--- src/rtl/ect_pkg.sv ---
package ect_pkg;
  localparam int CNT_W     = 12;
  localparam int CAP_W     = 8;
  localparam int PS_W      = 3;
  localparam int NUM_SLOTS = 4;
  localparam int MAX_SHIFT = CNT_W - CAP_W;

  typedef struct packed {
    logic             hold;
    logic [PS_W-1:0]  ps;
    logic [NUM_SLOTS-1:0] irq_en;
  } cfg_t;

  // Window of the counter chosen by the prescale code, clamped at the top.
  function automatic logic [CAP_W-1:0] pick_slice(input logic [CNT_W-1:0] cnt,
                                                   input logic [PS_W-1:0] ps);
    int sh;
    sh = (int'(ps) > MAX_SHIFT) ? MAX_SHIFT : int'(ps);
    return CAP_W'(cnt >> sh);
  endfunction
endpackage

--- src/rtl/ect_timebase.sv ---
module ect_timebase #(
  parameter int CNT_W = 12
) (
  input  logic             clk,
  input  logic             rst_n,
  input  logic             tick_i,
  output logic [CNT_W-1:0] count_o
);
  always_ff @(posedge clk or negedge rst_n) begin
    if (!rst_n)      count_o <= '0;
    else if (tick_i) count_o <= count_o + 1'b1;
  end
endmodule

--- src/rtl/ect_pin_sync.sv ---
module ect_pin_sync #(
  parameter int STAGES = 2
) (
  input  logic clk,
  input  logic rst_n,
  input  logic pin_i,
  output logic rise_o,
  output logic fall_o
);
  logic [STAGES-1:0] sync_q;
  logic              prev_q;

  always_ff @(posedge clk or negedge rst_n) begin
    if (!rst_n) begin
      sync_q <= '0;
      prev_q <= 1'b0;
    end else begin
      sync_q <= {sync_q[STAGES-2:0], pin_i};
      prev_q <= sync_q[STAGES-1];
    end
  end

  assign rise_o =  sync_q[STAGES-1] & ~prev_q;
  assign fall_o = ~sync_q[STAGES-1] &  prev_q;
endmodule

--- src/rtl/ect_capture_slot.sv ---
module ect_capture_slot #(
  parameter int W = 8
) (
  input  logic         clk,
  input  logic         rst_n,
  input  logic         edge_i,
  input  logic         hold_i,
  input  logic         rd_clr_i,
  input  logic [W-1:0] slice_i,
  output logic [W-1:0] data_o,
  output logic         take_o,
  output logic         locked_o
);
  assign take_o = edge_i & ~(hold_i & locked_o);

  always_ff @(posedge clk or negedge rst_n) begin
    if (!rst_n) begin
      data_o   <= '0;
      locked_o <= 1'b0;
    end else begin
      if (take_o) data_o <= slice_i;
      locked_o <= hold_i & (take_o | (locked_o & ~rd_clr_i));
    end
  end
endmodule

--- src/rtl/edge_capture_timer.sv ---
module edge_capture_timer
  import ect_pkg::*;
#(
  parameter int          ADDR_W    = 8,
  parameter int          DATA_W    = 8,
  parameter logic [7:0]  BASE_ADDR = 8'h40,
  parameter int          SYNC_STG  = 2
) (
  input  logic              clk,
  input  logic              rst_n,
  input  logic              tick_1mhz,
  input  logic              pin_a,
  input  logic              pin_b,
  input  logic [ADDR_W-1:0] bus_addr,
  input  logic              bus_wr,
  input  logic              bus_rd,
  input  logic [DATA_W-1:0] bus_wdata,
  output logic [DATA_W-1:0] bus_rdata,
  output logic              irq_a,
  output logic              irq_b
);
  localparam logic [ADDR_W-1:0] SLOT_BASE = ADDR_W'(BASE_ADDR);
  localparam logic [ADDR_W-1:0] CFG_ADDR  = SLOT_BASE + ADDR_W'(NUM_SLOTS);

  cfg_t                  cfg_q;
  logic [CNT_W-1:0]      count;
  logic [CAP_W-1:0]      slice;
  logic                  rise_a, fall_a, rise_b, fall_b;
  logic [NUM_SLOTS-1:0]  edge_vec, take_vec, lock_vec, rd_hit, irq_hit;
  logic [NUM_SLOTS-1:0][CAP_W-1:0] slot_data;

  ect_timebase #(.CNT_W(CNT_W)) u_tb (
    .clk(clk), .rst_n(rst_n), .tick_i(tick_1mhz), .count_o(count));

  ect_pin_sync #(.STAGES(SYNC_STG)) u_sync_a (
    .clk(clk), .rst_n(rst_n), .pin_i(pin_a), .rise_o(rise_a), .fall_o(fall_a));
  ect_pin_sync #(.STAGES(SYNC_STG)) u_sync_b (
    .clk(clk), .rst_n(rst_n), .pin_i(pin_b), .rise_o(rise_b), .fall_o(fall_b));

  assign slice    = pick_slice(count, cfg_q.ps);
  assign edge_vec = {fall_b, rise_b, fall_a, rise_a};

  always_ff @(posedge clk or negedge rst_n) begin
    if (!rst_n)                           cfg_q <= '0;
    else if (bus_wr && bus_addr == CFG_ADDR) cfg_q <= cfg_t'(bus_wdata[7:0]);
  end

  for (genvar i = 0; i < NUM_SLOTS; i++) begin : g_slot
    assign rd_hit[i] = bus_rd && (bus_addr == SLOT_BASE + ADDR_W'(i));
    ect_capture_slot #(.W(CAP_W)) u_slot (
      .clk(clk), .rst_n(rst_n), .edge_i(edge_vec[i]), .hold_i(cfg_q.hold),
      .rd_clr_i(rd_hit[i]), .slice_i(slice), .data_o(slot_data[i]),
      .take_o(take_vec[i]), .locked_o(lock_vec[i]));
  end

  assign irq_hit = take_vec & cfg_q.irq_en;

  always_ff @(posedge clk or negedge rst_n) begin
    if (!rst_n) begin
      irq_a <= 1'b0;
      irq_b <= 1'b0;
    end else begin
      irq_a <= |irq_hit[1:0];
      irq_b <= |irq_hit[3:2];
    end
  end

  always_comb begin
    bus_rdata = '0;
    for (int i = 0; i < NUM_SLOTS; i++)
      if (bus_addr == SLOT_BASE + ADDR_W'(i)) bus_rdata = DATA_W'(slot_data[i]);
    if (bus_addr == CFG_ADDR) bus_rdata = DATA_W'(cfg_q);
  end
endmodule

--- config.mk ---
export PLATFORM = sky130hd
export DESIGN_NAME = edge_capture_timer
export DESIGN_NICKNAME = d
export VERILOG_FILES = /design/src/rtl/ect_pkg.sv /design/src/rtl/ect_timebase.sv /design/src/rtl/ect_pin_sync.sv /design/src/rtl/ect_capture_slot.sv /design/src/rtl/edge_capture_timer.sv
export SDC_FILE = /design/constraint.sdc
export NUM_CORES = 1
export LEC_CHECK = 0
export CAP_MARGIN = 20
export CORE_MARGIN = 4
export CORE_UTILIZATION = 30
export DETAILED_ROUTE_END_ITERATION = 10
export PLACE_DENSITY = 0.56
export SETUP_SLACK_MARGIN = 0.5
export SYNTH_ARGS = -nofsm -noshare
export SYNTH_HDL_FRONTEND = slang
export SYNTH_SLANG_ARGS = --single-unit
export TNS_END_PERCENT = 50
--- constraint.sdc ---
create_clock -name clk -period 1.9 [get_ports clk]
set_clock_uncertainty 0.2 [all_clocks]
set_input_delay 0.38 -clock clk [delete_from_list [all_inputs] [get_ports clk]]
set_output_delay 0.38 -clock clk [all_outputs]
set_load 0.02 [all_outputs]
## Word-level counts from Yosys, hierarchy flattened

Cells that the tools add are included.

- Register bits: 64
- Logic and storage cells: 76
- Memories kept: 0
- Bits of input ports: 23
- Bits in latches: 0
- Output and inout bits: 10
- Bits in read-only memories: 0
- Memory bits (writable): 0

- Multiply operators: 0
- Reductions and logical operators: 7
- $lt $le $gt $ge: 1
- Equality and inequality tests: 5
- Shift-type cells: 1
- Multiplexer cells: 6
- Add/sub/neg operators: 1
- Bitwise operators: 37
- Divide/modulo/power cells: 0

Operator list:

| cell | number |
|---|---|
| equality test 8 x 7 -> 1 bit, second input constant | 5 |
| 2-to-1 mux 8 bit | 5 |
| AND 1 bit | 20 |
| adder 12 x 1 -> 12 bit, second input constant | 1 |
| inverter 1 bit | 12 |
| >> shifter 12 x 3 -> 8 bit | 1 |
| logical AND 1 bit | 5 |
| AND 4 bit | 1 |
| bitwise OR 1 bit | 4 |
| OR reduction 2 bit | 2 |
| greater-than comparator 3 bit, second input constant | 1 |
| 2-to-1 mux 3 bit | 1 |

## Longest topological paths before layout

Gate-level depths: netlist of run 1.

- Word-level depth: 6
- Mapped depth: 5
- Depth with buffers taken out: 4

## Modules after synthesis

Synthesis of run 1 repeated with hierarchy kept, for this count alone.

- Cells, all modules: 254
- Area total of the unflattened synthesis: 3261.9 µm²

By module, submodules not included:

| module | cells an instance | area an instance (µm²) | sequential area each (µm²) | times used |
|---|---|---|---|---|
| ect_capture_slot | 21 | 356.6 | 225.2 | 4 |
| edge_capture_timer | 116 | 1113.6 | 250.2 | 1 |
| ect_timebase | 44 | 541.8 | 300.3 | 1 |
| ect_pin_sync | 5 | 90.1 | 75.1 | 2 |

## Worst setup path after synthesis of run 1

OpenSTA, ideal clock, no wires.

- Kind: input-to-output
- Start: input port bus_addr[2]
- End: output port bus_rdata[6]
- Path buffers: 2
- Arrival: 1.368 ns
- Data required time: 1.320 ns
- Stages on the path: 4
- Setup slack: -0.048 ns
- Cells stage by stage: clkbuf_2 > clkbuf_1 > nand3_1 > a21boi_0

- Cells in the longest elaborated chain, start to end: 6
- Elaborated cells on any way between the ends: 10
- Classes of those cells: eq/ne: 5; mux: 5

RTL lines:

| element | RTL line | source |
|---|---|---|
| from (decl) | edge_capture_timer.sv:14 | `input logic [ADDR_W-1:0] bus_addr,` |
| equality test 8 x 7 -> 1 bit | edge_capture_timer.sv:71 | `if (bus_addr == SLOT_BASE + ADDR_W'(i)) bus_rdata = DATA_W'(slot_data[i]);` |
| 2-to-1 mux 8 bit (4 in series) | edge_capture_timer.sv:71 |  |
| 2-to-1 mux 8 bit * | edge_capture_timer.sv:72 | `if (bus_addr == CFG_ADDR) bus_rdata = DATA_W'(cfg_q);` |
| to (decl) | edge_capture_timer.sv:18 | `output logic [DATA_W-1:0] bus_rdata,` |

Every way passes the cells marked *; elsewhere a longest branch is shown, timed or not.

## Final worst setup path of run 1

- Start: register g_slot[3].u_slot.data_o[6]
- End: output port bus_rdata[6]

- Cells in the longest elaborated chain, start to end: 2

RTL lines:

| element | RTL line | source |
|---|---|---|
| from (decl) | ect_capture_slot.sv:10 | `output logic [W-1:0] data_o,` |
| from (signal assigned) | ect_capture_slot.sv:21 | `if (take_o) data_o <= slice_i;` |
| 2-to-1 mux 8 bit | edge_capture_timer.sv:71 |  |
| 2-to-1 mux 8 bit | edge_capture_timer.sv:72 |  |

No other way between the ends.

==> results of run 1 <==
==> flip-flops by register name, indices dropped and copies added (netlist names), 2 cells and up <==
signal,cells
u_tb.count_o,12
u_sync_b.sync_q,2
g_slot.u_slot.locked_o,4
cfg_q,8
u_sync_a.sync_q,2
g_slot.u_slot.data_o,32
==> power groups by stage <==
| stage | Combinational [mW] | Sequential [mW] | Clock, mW |
|---|---|---|---|
| 6_report | 1.72 | 2.11 | 1.12 |
| 5_1_grt | 1.83 | 2.16 | 1.22 |
| 4_1_cts | 1.57 | 2.09 | 1.13 |
| 3_5_place_dp | 1.16 | 2.06 | 0 |
| 3_3_place_gp | 1.14 | 2.06 | 0 |
| 2_1_floorplan | 0.843 | 1.96 | 0 |
==> how the worst max path moves through the flow <==
| stage | start | endpoint | slack (ps) | depth (start not counted) |
|---|---|---|---|---|
| finish | g_slot[3].u_slot.data_o[6] | bus_rdata[6] | -190 | 4 |
| global placement | bus_addr[1] | bus_rdata[5] | -850 | 6 |
| detailed placement | bus_addr[1] | bus_rdata[1] | -850 | 6 |
| CTS | g_slot[3].u_slot.data_o[6] | bus_rdata[6] | -190 | 4 |
| global route | g_slot[3].u_slot.data_o[6] | bus_rdata[6] | -260 | 4 |
| floorplan | bus_addr[1] | bus_rdata[1] | 200 | 5 |
==> layout by cell type, fill, tap and decap left out, types with 3 or more instances in the layout <==
master	count
and2_4	3
and3_4	7
buf_12	9
buf_16	3
buf_4	29
buf_6	25
clkbuf_1	3
clkbuf_8	9
clkdlybuf4s50_1	11
clkinv_2	3
dfrtp_1	55
dfrtp_2	9
mux2_4	37
mux2i_1	14
mux2i_2	3
mux2i_4	6
nand2_1	12
nand2_4	3
nand3_1	6
nand3b_1	7
nand4_1	5
nor2b_1	3
nor2b_2	3
o211ai_1	11
o21ai_0	5
o21ai_1	5
o221ai_4	6
o2bb2ai_2	3
xnor2_1	8
xor2_1	3
==> logic make-up (layout without fill, tap and decap cells) <==
| family | after synthesis | after routing | synth area share (%) |
|---|---|---|---|
| buffers and inverters | 18 | 106 | 2.838 |
| DFF | 64 | 64 | 49.77 |
| xor gates and xnor gates | 11 | 11 | 2.994 |
| muxes | 62 | 62 | 21.50 |
| adders and majority gates | 1 | 1 | 0.3887 |
| AOI/OAI and AO/OA | 40 | 40 | 10.46 |
| and+or+nand+nor | 67 | 67 | 12.05 |
==> layout make-up <==
type	count	area, sq um	share of cell area, %
clock buffers	12	135.1	2.687
clock inverters	4	45.04	0.8957
inverters	3	13.76	0.2737
multi-input cells	181	2048	40.73
flip-flops and latches	64	1613	32.07
well taps	136	170.2	3.384
repair buffers	87	1003	19.96
==> routing by layer <==
metal	vias up	wire (microns)	track usage [%]
met5	-	0	0
met3	10	298	3.207
met4	0	142	5.434
met2	41	4299	22.11
met1	1252	4332	19.93
li1	1148	-	-
==> timing repair <==
item / 4_1_cts / 5_1_grt
setup buffers: 10 / 8
pin swaps: 31 / 22
endpoints found under the hold margin: 64 / 0
hold buffers: 1 / 0
resized for setup: 201 / 21
setup endpoints to repair: 61 / 57
cloned: 4 / 1
==> stage by stage <==
| stage | area, sq um | hold WS [ps] |
|---|---|---|
| after floorplan | 3344 | -115.6 |
| after global placement | 4009 | 133.5 |
| after detailed placement | 4009 | 139.3 |
| after CTS | 4852 | 155.0 |
| after global routing | 5029 | 162.2 |
| final | 5029 | 152.3 |
==> impl_metrics.json, run 1 <==
{
  "status": "finished with violations",
  "violations": "negative setup slack",
  "r2r_slack_ps": 170,
  "synthArstFlopShare_pct": 100.0,
  "coreArea_sq_um": 10370,
  "p_sw_mw": 1.527,
  "drt_iter0_drc": 101,
  "cts_buffers": 9,
  "routed_via_density": 5.033,
  "synth-edff-count": 0,
  "path_cells": "mux4_2, nand2b_4, a21boi_4, buf_6",
  "die_w_microns": 111.6,
  "synthTopCellsByCount": "dfrtp_1 (64), mux2_2 (38), mux2i_1 (20), nand2_1 (18)",
  "area_growth_syn_to_layout_pct": 56.26,
  "rr_endpoint": "g_slot[2].u_slot.data_o[5]",
  "rr_startpoint": "cfg_q[4]",
  "power.total_mw": 4.946,
  "synth_area_leaders": "dfrtp_1 (50%), mux2_2 (13%), mux2i_1 (6.2%), o221ai_2 (2.8%), o211ai_1 (2.6%)",
  "seq_power_share_pct": 42.7,
  "seq_area_frac_synth_pct": 49.77,
  "p_int_mw": 3.419,
  "endpoint_kind": "output pin",
  "critPathRequiredTime_ps": 1320,
  "setup-tns-final_ps": -190.9,
  "dieHeight_microns": 111.6,
  "place_congestion": 0.8447,
  "ys_types": 40,
  "min_to": "u_sync_b.sync_q[1]",
  "antenna_found_initial": 0,
  "drc": 0,
  "max-slew-margin-rel_pct": 77.35,
  "path_class": "register to output pin",
  "nFillCells": 909,
  "vias": 2451,
  "yosysWarningCount": 0,
  "ys.flop_type": "dfrtp_1",
  "fin_util_pct": 48.49,
  "num_rows": 37,
  "swShare_pct": 30.87,
  "grt_max_degree": 65,
  "wl_per_cell_microns": 18.63,
  "p_clk_share_pct": 22.6,
  "tightest_slew_ps": 339.7,
  "p_comb_share_pct": 34.7,
  "drv_cap": 0,
  "cts_root_buf": "clkbuf_8",
  "leakage_nw": 2.217,
  "fin_ws_ps": -190.9,
  "cp_slowest_cell": "mux4_2",
  "cts_tree": "done",
  "die-area_sq_um": 12450,
  "grt_pass1_vias": 2621,
  "dp.cells": 447,
  "gr-usage-all-layers_pct": 14.41,
  "cellPowerDensity_nw_per_um2": 983.6,
  "syn-cell-area_sq_um": 3218,
  "insertedDiodeCount": 0,
  "first_pass_iters": 4,
  "cp_max_fo": 2,
  "drive_gt1_share_pct": 53.28,
  "fmaxAchievable_ghz": 0.4783,
  "fin_cells": 487,
  "ant_nets": 0,
  "synth_top_area_share_pct": 49.77,
  "setup_violations": 1,
  "start_kind": "register",
  "clock_path_buffers": 2,
  "grt-ovfl-total": 0,
  "clk_latency_ps": 340,
  "nets": 370,
  "period_minus_slack_ps": 2091,
  "syn_avg_cell_area_sq_um": 12.24,
  "finalHoldViolations": 0,
  "start_util_pct": 31.03,
  "synth.most_common_cell": "dfrtp_1",
  "synthCells": 263,
  "cts_sinks": 64,
  "dp_hpwl_mm": 5.421,
  "syn_nets": 287,
  "reg2regPathDepth": 5,
  "hold_path.startpoint": "u_sync_b.sync_q[0]",
  "ir_drop_mv": 0.7022,
  "hold-path-cell-count": 0,
  "crit_buf_inv": 1,
  "hold_path.class": "register to register",
  "path_delay_family": "multiplexers",
  "place_ws_ps": -848.0,
  "arrival_ps": 1510,
  "worst_path_largest_cell_delay_ps": 510,
  "grt_pass1_wl_mm": 14.21,
  "port-buffer-count": 32,
  "htree_levels": 3,
  "min_period_over_period_pct": 110.0,
  "rsz0062_at_grt": "yes",
  "ys_ff_latch": 64,
  "maxSlewViolCount": 0,
  "yosys.area.top_type": "dfrtp_1",
  "path_clk_slew_ps": 70,
  "io_pins": 33,
  "wl_mm": 9.074
}
Power figures use the tool's default switching activity.
==> inputs of run 2 (changes only) <==
--- a/config.mk
+++ b/config.mk
@@ -9,6 +9,7 @@
 export CORE_MARGIN = 4
 export CORE_UTILIZATION = 30
 export DETAILED_ROUTE_END_ITERATION = 10
+export GPL_ROUTABILITY_DRIVEN = 0
 export PLACE_DENSITY = 0.56
 export SETUP_SLACK_MARGIN = 0.5
 export SYNTH_ARGS = -nofsm -noshare
==> results of run 2 <==
Final layout, timing and power as in run 1 (identical DEF).
==> inputs of run 3 (changes only) <==
--- a/config.mk
+++ b/config.mk
@@ -5,12 +5,16 @@
 export SDC_FILE = /design/constraint.sdc
 export NUM_CORES = 1
 export LEC_CHECK = 0
+export ABC_AREA = 1
 export CAP_MARGIN = 20
+export CELL_PAD_IN_SITES_DETAIL_PLACEMENT = 1
+export CELL_PAD_IN_SITES_GLOBAL_PLACEMENT = 1
 export CORE_MARGIN = 4
 export CORE_UTILIZATION = 30
 export DETAILED_ROUTE_END_ITERATION = 10
 export GPL_ROUTABILITY_DRIVEN = 0
-export PLACE_DENSITY = 0.56
+export PLACE_DENSITY = 0.68
+export REMOVE_ABC_BUFFERS = 1
 export SETUP_SLACK_MARGIN = 0.5
 export SYNTH_ARGS = -nofsm -noshare
 export SYNTH_HDL_FRONTEND = slang
==> run 3 against run 2 <==
  * The flow still finishes with violations (negative setup slack)
  * Register-to-register slack worse by 50 ps
  * Critical path type is now input pin to output pin
  * Sequential share of layout area is 3.8 points lower
  * Largest cell class unchanged
  * Global-route usage is 4.2 points higher
  * Count of clock-buffer cells in the layout is 2 lower
  * Clock power is 21% higher
  * Cell area is 13% higher
  * Critical path depth is 6 higher
  * Maximum frequency is 5.4% higher
  * Non-clock buffer count is 21 higher
==> impl_metrics.json, run 3 <==
{
  "wl_per_cell_microns": 19.31,
  "endpoint_kind": "output pin",
  "fmaxAchievable_ghz": 0.5042,
  "gr-usage-all-layers_pct": 18.61,
  "grt_max_degree": 56,
  "placed_area_sq_um": 3980,
  "routed_via_density": 5.124,
  "synthArstFlopShare_pct": 100.0,
  "leakage_nw": 2.699,
  "final_area_sq_um": 5680,
  "nets": 558,
  "critPathRequiredTime_ps": 1320,
  "syn-cell-area_sq_um": 3259,
  "path_cells": "buf_6, inv_4, nand2_4, nor2_4, buf_12, buf_12, clkbuf_16, nand3_4, nand3_2, buf_6",
  "largest_reg_flops": 32,
  "rsz0062_at_grt": "yes",
  "vias": 3459,
  "ant_nets": 0,
  "dieHeight_microns": 112.2,
  "die-area_sq_um": 12600,
  "dp.cells": 612,
  "regMostFlops": "g_slot.u_slot.data_o",
  "hold-path-cell-count": 0,
  "synth_xor_area_share_pct": 2.687,
  "coreArea_sq_um": 10460,
  "tightest_slew_ps": 313.5,
  "cts_buffers": 9,
  "clock_path_buffers": 2,
  "worst_path_largest_cell_delay_ps": 170,
  "fin_cells": 675,
  "path_clk_slew_ps": 80,
  "final_cell_mix": "nand2_1 (95), dfrtp_1 (62), buf_6 (47)",
  "holdWs_ps": 156.4,
  "seq_power_share_pct": 39.2,
  "yosys.area_share.simple_pct": 36.97,
  "io_pins": 33,
  "mostFrequentLayoutCell": "nand2_1",
  "synth_top_family_by_area": "simple AND/OR/NAND/NOR gates",
  "p_comb_share_pct": 36.7,
  "grt-ovfl-total": 0,
  "finalHoldViolations": 0,
  "top_regs": "g_slot.u_slot.data_o (32), u_tb.count_o (12), cfg_q (8)",
  "r2r_slack_ps": 120,
  "synth_area_leaders": "dfrtp_1 (49%), nand2_1 (18%), nand3_1 (10%), inv_1 (4.5%), xor2_1 (2.7%)",
  "synth-edff-count": 0,
  "synth_mux_area_share_pct": 0,
  "max-slew-margin-rel_pct": 79.10,
  "insertedDiodeCount": 0,
  "path_class": "input pin to output pin",
  "drive_gt1_share_pct": 53.06,
  "setup-tns-final_ps": -598.8,
  "cp_max_fo": 6,
  "seq_area_frac_synth_pct": 49.14,
  "swShare_pct": 39.78,
  "grt_pass1_wl_mm": 18.50,
  "synth.most_common_cell": "nand2_1",
  "ys_types": 28,
  "cellPowerDensity_nw_per_um2": 993.2,
  "arrival_ps": 1400,
  "hold_path.startpoint": "u_sync_a.sync_q[0]",
  "maxSlewViolCount": 0,
  "drt_iter0_drc": 116,
  "synthAdderAreaFrac_pct": 0.3839,
  "hold_path.class": "register to register",
  "grt_pass1_vias": 3572,
  "synthTopCellsByCount": "nand2_1 (152), nand3_1 (65), dfrtp_1 (64), inv_1 (39), nor2_1 (22)",
  "cts_sinks": 64,
  "rr_endpoint": "g_slot[1].u_slot.data_o[0]",
  "p_sw_mw": 2.244,
  "synth_compound_area_share_pct": 4.453,
  "critPathLaunch": "bus_addr[7]",
  "dp_hpwl_mm": 7.138,
  "place_ws_ps": -919.6,
  "ir_drop_mv": 0.5504,
  "num_rows": 37,
  "crit_buf_inv": 6,
  "period_minus_slack_ps": 1983,
  "ys.flop_type": "dfrtp_1",
  "fin_ws_ps": -83.18,
  "clk_latency_ps": 370,
  "cp_slowest_cell": "buf_12",
  "min_period_over_period_pct": 104.4,
  "setup_violations": 8,
  "path_delay_family": "buffers and inverters",
  "port-buffer-count": 32,
  "p_int_mw": 3.397,
  "syn_avg_cell_area_sq_um": 7.779,
  "yosys.area.top_type": "dfrtp_1",
  "first_pass_iters": 4,
  "cts_root_buf": "clkbuf_8",
  "drc": 0,
  "min_to": "u_sync_a.sync_q[1]",
  "cts_tree": "done",
  "die_w_microns": 112.2,
  "antenna_found_initial": 0,
  "synth_top_area_share_pct": 49.14,
  "yosysWarningCount": 0,
  "area_growth_syn_to_layout_pct": 74.28,
  "drv_cap": 0,
  "start_kind": "input pin",
  "violations": "negative setup slack",
  "ys_ff_latch": 64,
  "reg2regPathDepth": 9,
  "synthCells": 419,
  "htree_levels": 3,
  "status": "finished with violations",
  "start_util_pct": 31.15,
  "rr_startpoint": "cfg_q[6]",
  "wl_mm": 13.04,
  "p_clk_share_pct": 24.0
}
[run 3: cell types whose count changed after synthesis, sizes merged, moves of 9 or more]
cell   delta
and3      -9
inv      +41
mux2     -38
mux2i    -23
nand2   +138
nand3    +59
nor2     +29
[run 3: worst max-delay path by stage]
stage	end	slack, ps	depth (start not counted)
CTS	bus_rdata[0]	-90	11
floorplan	bus_rdata[0]	-290	7
global placement	bus_rdata[5]	-880	8
global route	bus_rdata[1]	-160	11
finish	bus_rdata[7]	-80	10
detailed placement	bus_rdata[5]	-920	9
[run 3: power by group through the flow]
stage               Combinational, mW  Clock (mW)  Sequential [mW]
global placement                 1.23           0             2.11
floorplan                       0.818           0             2.06
detailed placement               1.27           0             2.12
finish                           2.07        1.36             2.21
global route                     2.27        1.43             2.28
CTS                              1.54        1.37             2.12
[run 3: layout make-up]
type	instances	area, sq um
Clock inverter	6	82.58
Clock buffer	10	137.6
Timing Repair inverter	1	7.507
Inverter	44	195.2
Timing Repair Buffer	108	1200
Sequential cell	64	1604
Tap cell	136	170.2
Multi-Input combinational cell	306	2283
Fill cell	1183	4782
[run 3: worst reg2reg max path, cell delays in order (launching register included)]
cell and delay, ps:
dfrtp_1 440, buf_12 170, buf_12 120, nor2_4 190
buf_6 140, nand2_4 70, nand3_4 80, nand3_4 120
nand2_2 110, nand2_1 50
[run 3: per-stage QoR]
stage,utilization (%),power [mW]
2_1_floorplan,-,2.873
3_3_place_gp,38.04,3.333
3_5_place_dp,38.04,3.392
4_1_cts,46.51,5.030
5_1_grt,54.29,5.979
6_report,54.29,5.642
[run 3: per-layer routing]
metal,GRT usage (%),wire [microns]
met1,22.07,5054
met2,32.30,7029
met3,4.852,476
met4,7.051,475
met5,0,0
[run 3: what timing repair did]
item,4_1_cts,5_1_grt
resized for setup,200,167
pin swaps,42,80
hold endpoints to repair,9,0
hold buffers,1,0
endpoints found under the setup margin,63,66
gates cloned,6,2
buffers inserted,19,19
[run 3: cell families (layout without fill, tap and decap cells)]
logic type,count (synthesis),after routing
flops,64,64
buf+inv,51,169
xor+xnor,10,10
simple gates,268,270
fa+ha+maj,1,1
compound gates,25,25
